<file path="config.mk">
export PLATFORM = sky130hd
export DESIGN_NAME = cfg_regport
export DESIGN_NICKNAME = d
export VERILOG_FILES = /design/src/rtl/cfg_regport.sv
export SDC_FILE = /design/constraint.sdc
export NUM_CORES = 1
export LEC_CHECK = 0
export BUFFER_PORTS_ARGS = -buffer_cell sky130_fd_sc_hd__clkbuf_2
export CAP_MARGIN = 30
export CORE_UTILIZATION = 53
export CTS_CLUSTER_DIAMETER = 80
export DETAILED_ROUTE_END_ITERATION = 10
export PLACE_DENSITY = 0.85
export SYNTH_ARGS = -nofsm -noshare
export SYNTH_HDL_FRONTEND = slang
export SYNTH_SLANG_ARGS = --single-unit
</file>
<file path="constraint.sdc">
create_clock -name clk -period 4.3 [get_ports clk]
set_input_delay 0.215 -clock clk [delete_from_list [all_inputs] [get_ports clk]]
set_output_delay 0.215 -clock clk [all_outputs]
set_load 0.05 [all_outputs]
</file>
<file path="src/rtl/cfg_regport.sv">
module cfg_regport #(
  parameter int AW        = 7,
  parameter int DW        = 16,
  parameter int MULT_W    = 8,
  parameter int DIV_W     = 8,
  parameter int PHASE_W   = 10,
  parameter int EN_W      = 4,
  parameter int MULT_ADDR = 'h50,
  parameter int DIV_ADDR  = 'h51,
  parameter int PH_ADDR   = 'h55,
  parameter int SHR_ADDR  = 'h41,
  parameter int MULT_DEF  = 3,
  parameter int DIV_DEF   = 0,
  parameter int PH_DEF    = 0
) (
  input  logic              clk,
  input  logic              rst,
  input  logic              en,
  input  logic              we,
  input  logic [AW-1:0]     addr,
  input  logic [DW-1:0]     wdata,
  output logic [DW-1:0]     rdata,
  output logic              rdy,
  input  logic [DW-1:0]     status_in,
  output logic [MULT_W:0]   mult_val,
  output logic [DIV_W:0]    div_val,
  output logic [PHASE_W-1:0] phase_val,
  output logic [EN_W-1:0]   func_en
);

  localparam logic [AW-1:0] A_MULT = AW'(MULT_ADDR);
  localparam logic [AW-1:0] A_DIV  = AW'(DIV_ADDR);
  localparam logic [AW-1:0] A_PH   = AW'(PH_ADDR);
  localparam logic [AW-1:0] A_SHR  = AW'(SHR_ADDR);

  logic [MULT_W-1:0]  mult_q;
  logic [DIV_W-1:0]   div_q;
  logic [PHASE_W-1:0] ph_q;
  logic [EN_W-1:0]    fen_q;
  logic               busy;
  logic               rdy_q;
  logic [AW-1:0]      raddr_q;
  logic [DW-1:0]      rdata_q;
  logic [DW-1:0]      rd_mux;

  wire take = en && !busy;
  wire wr   = take && we;

  always_ff @(posedge clk) begin
    if (rst) begin
      mult_q <= MULT_W'(MULT_DEF);
      div_q  <= DIV_W'(DIV_DEF);
      ph_q   <= PHASE_W'(PH_DEF);
      fen_q  <= '0;
    end else if (wr) begin
      case (addr)
        A_MULT:  mult_q <= MULT_W'(wdata);
        A_DIV:   div_q  <= DIV_W'(wdata);
        A_PH:    ph_q   <= PHASE_W'(wdata);
        A_SHR:   fen_q  <= EN_W'(wdata);
        default: ;
      endcase
    end
  end

  always_comb begin
    case (raddr_q)
      A_MULT:  rd_mux = DW'(mult_q);
      A_DIV:   rd_mux = DW'(div_q);
      A_PH:    rd_mux = DW'(ph_q);
      A_SHR:   rd_mux = status_in;
      default: rd_mux = '0;
    endcase
  end

  always_ff @(posedge clk) begin
    if (rst) begin
      busy    <= 1'b0;
      rdy_q   <= 1'b0;
      raddr_q <= '0;
      rdata_q <= '0;
    end else begin
      busy    <= take && !we;
      rdy_q   <= wr || busy;
      rdata_q <= busy ? rd_mux : '0;
      if (take) raddr_q <= addr;
    end
  end

  assign rdy       = rdy_q;
  assign rdata     = rdy_q ? rdata_q : '0;
  assign mult_val  = {1'b0, mult_q} + 1'b1;
  assign div_val   = {1'b0, div_q} + 1'b1;
  assign phase_val = ph_q;
  assign func_en   = fen_q;

endmodule


</file>
# ---- Yosys cells after proc, flatten, opt, wreduce, memory -nomap -nowiden
# Index checks and enable logic that the tools add are counted.
dict set report totals {
  ram_bits 0
  in_bits 43
  regBits 55
  n_memories 0
  rom_bits 0
  latch_bits 0
}
dict set report op_classes {
  shift 0
  n_reduce_logical 11
  muxes 2
  bitwise_logic 1
  div_mod_pow 0
  n_lt_le_gt_ge 0
  mul 0
  eq_ne 8
  addsub 2
}
# operator count
set op_table {}
lappend op_table {{$pmux W16 S4} 1}
lappend op_table {{$eq A7 B7 Y1 const B} 8}
lappend op_table {{$add A8 B1 Y9 const B} 2}
lappend op_table {{$mux W16} 1}
lappend op_table {{$reduce_and A2 Y1} 4}
lappend op_table {{$logic_and A1 B1 Y1} 3}
lappend op_table {{$logic_not A1 Y1} 2}
lappend op_table {{$reduce_or A2 Y1} 1}
lappend op_table {{$logic_or A1 B1 Y1} 1}
lappend op_table {{$not A1 Y1} 1}

# ---- Depth between registers and ports, before layout
dict set report depth {
  word_depth 4
  mapped_depth 5
  mapped_depth_nobuf 4
}

# ---- Worst setup path after synthesis
# OpenSTA, ideal clock, no wires.
dict set report synth_path {
  path_type {reg2out}
  startpoint {register div_q[0]}
  endpoint {output port div_val[8]}
  stages_incl_launch_ff 4
  slack_ns 2.327
  arrival_ns 1.758
  required_time_ns 4.085
  cell_sequence {dfxtp_1 ha_1 nand3_1 nor3_1}
}
dict set report synth_between {
  elab_chain_len 1
}
# element line
set synth_lines {}
lappend synth_lines {{from (decl)} 37} ;# logic [DIV_W-1:0] div_q;
lappend synth_lines {{from (signal assigned)} 52} ;# div_q <= DIV_W'(DIV_DEF);
lappend synth_lines {{from (signal assigned)} 58} ;# A_DIV: div_q <= DIV_W'(wdata);
lappend synth_lines {{$add A8 B1 Y9} 93} ;# assign div_val = {1'b0, div_q} + 1'b1;
lappend synth_lines {{to (decl)} 26} ;# output logic [DIV_W:0] div_val,
# Every way passes these cells.

# ---- Worst setup path after layout
dict set report layout_path {
  startpoint {register div_q[1]}
  endpoint {output port div_val[6]}
}
# Same word-level chain as after synthesis.

==> reports/qor.txt <==
Root Driver: clkbuf_8
Hold Crit Depth: 2
# diodes: 0
Synthesized area: 2500 sq um
Die width: 70.7 um
Largest net degree at the start of global routing: 44
Post-cts sizing count: 0
Setup Skew: 6.63 ps
Mapped Cells: 272
DR WL/cell: 13.6 um
Slew headroom: 46.5%
Drt pass-1 iters: 9
Worst-path clk slew: 90 ps
Placed insts: 397
Final Non-Filler Cells: 405
IO Port Bufs: 85
Total Power: 850 uW
Crit path arrival time: 1720 ps
WHS Endpoint: rdata_q[15]
Die ar.: 5000 sq um
Worst setup path start: div_q[1]
Final setup vio count: 0
Crit path launch type: flop
TritonCTS clock tree: built
Syn_nets: 317
Reg2reg end: rdata_q[10]
Post-CTS setup buffers: 0
GRT overflow: 0
CTS H-tree depth: 2
Violated checks: design-rule violations
Wirelength, routed: 5490 um
Max frequency: 0.515 GHz
Post-DP HPWL: 4090 um
Synth area leader: dfxtp_1
Boundary Pins: 92
Vias in the first global route: 1,930
Worst-path cell chain: ha_1 -> nand3_1 -> nor2_1 -> xor2_1 -> clkbuf_2
Yosys warnings: 0
Hold Path Class: in2reg
Post-route DRC: 19
Final Net Count: 397
Initial DRC count: 105
Crit path max fanout: 5
Cts bufs inserted: 5
FF-to-FF path depth: 4
Worst-case clock buffer depth: 2
DRT antenna net count: 0
Period utilization: 45.1%
Slowest CP cell: dfxtp_1
Max-Cap Viols: 0
Hold_ws: 110 ps
First-pass GRT wire length: 9180 um
Die H: 70.7 um
Final TNS setup: 0 ps
Dominant synthesized flop cell: dfxtp_1
Worst-Margin Slew: 802 ps
Mean post-synth cell area: 9.20 sq um
Layout cells sized above 1: 29.2%
Vias/cell: 5.34
Yosys cell types: 33
Sequential share of the synthesized area: 44.0%
Vias: 2,161
FFs w/ async S/R, synth: 0%
Synth Register Bits: 55
Area Growth Syn to Fin: 20.9%
Gpl congestion: 0.866
Power Density: 281 nW/um^2
Crit Path Class: reg2out
Final min period: 1940 ps
Slowest stage delay, CP: 440 ps
Yosys top cell area share: 44.0%
RSZ-0062 raised after global routing: no
Synth area leaders: dfxtp_1 (44%), mux2i_1 (11%), nor2_1 (7.0%)
GRT Total Usage: 23.2%
Number of flops mapped to enable cells by yosys: 0
Hold path start: status_in[15]
# clock sinks: 55
R2R Setup Slk: 2520 ps
Std-Cell Rows: 24
Final hold violations: 0
CTS Hold Buffers Added: 0
Worst EP required: 4090 ps
Initial antenna violation count: 0
Core ar.: 4440 sq um
Status: finished, violations left
Pleak: 0.00145 uW
Finished Core Util: 68.1%
Max Slew Vio Count: 0
VDD IR-drop max: 0.000249 V
Initial Utilization: 56.3%
Clock latency on the worst-skew pair: 300 ps
Crit end category: output pin
Worst R2R Start: raddr_q[1]
cell families (layout without fill, tap and decap cells):
| logic type | after synthesis | after routing | synth area share, % |
|---|---|---|---|
| muxes | 36 | 36 | 14.8 |
| DFF | 55 | 55 | 44.0 |
| and+or+nand+nor | 121 | 121 | 25.2 |
| AOI/OAI and AO/OA | 28 | 28 | 7.80 |
| xor gates and xnor gates | 12 | 12 | 4.20 |
| buffers and inverters | 17 | 98 | 2.65 |
| adders and majority gates | 3 | 3 | 1.40 |
cell type report:
type                    instances  area (sq um)
fillers                       384          1420
well taps                      52          65.1
repair buffers                 85           425
inverters                       5          18.8
clock inverters                 1          5.00
multi-input cells             200          1340
clock buffers                   7          76.3
flip-flops and latches         55          1100
Yosys cell counts (2+ instances only):
cell type / number
a21oi_1: 10
a22o_1: 8
a22oi_1: 10
and2_1: 24
and3b_1: 3
buf_2: 2
clkbuf_1: 9
dfxtp_1: 55
ha_1: 2
inv_1: 5
mux2_2: 8
mux2i_1: 28
nand2_1: 19
nand3_1: 8
nand3b_1: 2
nor2_1: 47
nor3_1: 6
xnor2_1: 6
xor2_1: 6
flip-flops by register name (all words and copies together) (netlist names):
name / flops
phase_val: 10
raddr_q: 7
rdy: 1
mult_q: 8
rdata_q: 16
busy: 1
func_en: 4
div_q: 8
metrics by stage:
stage / worst slack (ps) / instance area, sq um
6_report: 2360 / 3030
5_1_grt: 2250 / 3030
4_1_cts: 2350 / 3030
2_1_floorplan: 2330 / 2500
3_5_place_dp: 2440 / 2950
3_3_place_gp: 2480 / 2950
report_power, final:
group	internal (uW)	switching [uW]
Combinational	24.8	33.9
Clock	115	154
Sequential	514	8.66
worst max-delay path by stage:
| stage | depth (start not counted) | slack (ps) | to |
|---|---|---|---|
| 2_1_floorplan | 3 | 2330 | div_val[8] |
| 3_3_place_gp | 5 | 2480 | div_q[4] |
| 3_5_place_dp | 5 | 2440 | div_q[1] |
| 4_1_cts | 5 | 2350 | div_val[6] |
| 5_1_grt | 5 | 2250 | div_val[6] |
| 6_report | 5 | 2360 | div_val[6] |
cell usage in the layout (no fill, tap or decap), drive strengths merged, types with 8 or more instances in the layout:
master  synthesis  final
clkbuf          9     92
dfxtp          55     55
nor2           47     47
mux2i          28     28
and2           24     24
nand2          19     19
a22oi          10     10
a21oi          10     10
nand3           8      8
mux2            8      8
a22o            8      8
critical path: cells and delay by family (launching register included):
family | cells | cell delay [ps]
xor+xnor | 1 | 170
fa+ha+maj | 1 | 220
buf+inv | 1 | 300
simple gates | 2 | 300
flops | 1 | 440
routing by layer:
layer / global-route usage, % / vias up / share of wire (%)
met2: 39.5 / 72 / 47
met4: 7.11 / 0 / 1.1
met5: 0 / - / 0
met1: 30.2 / 989 / 46
met3: 3.99 / 6 / 5.5
li1: - / 1094 / -
No activity file was read; power rests on OpenSTA's default activity.
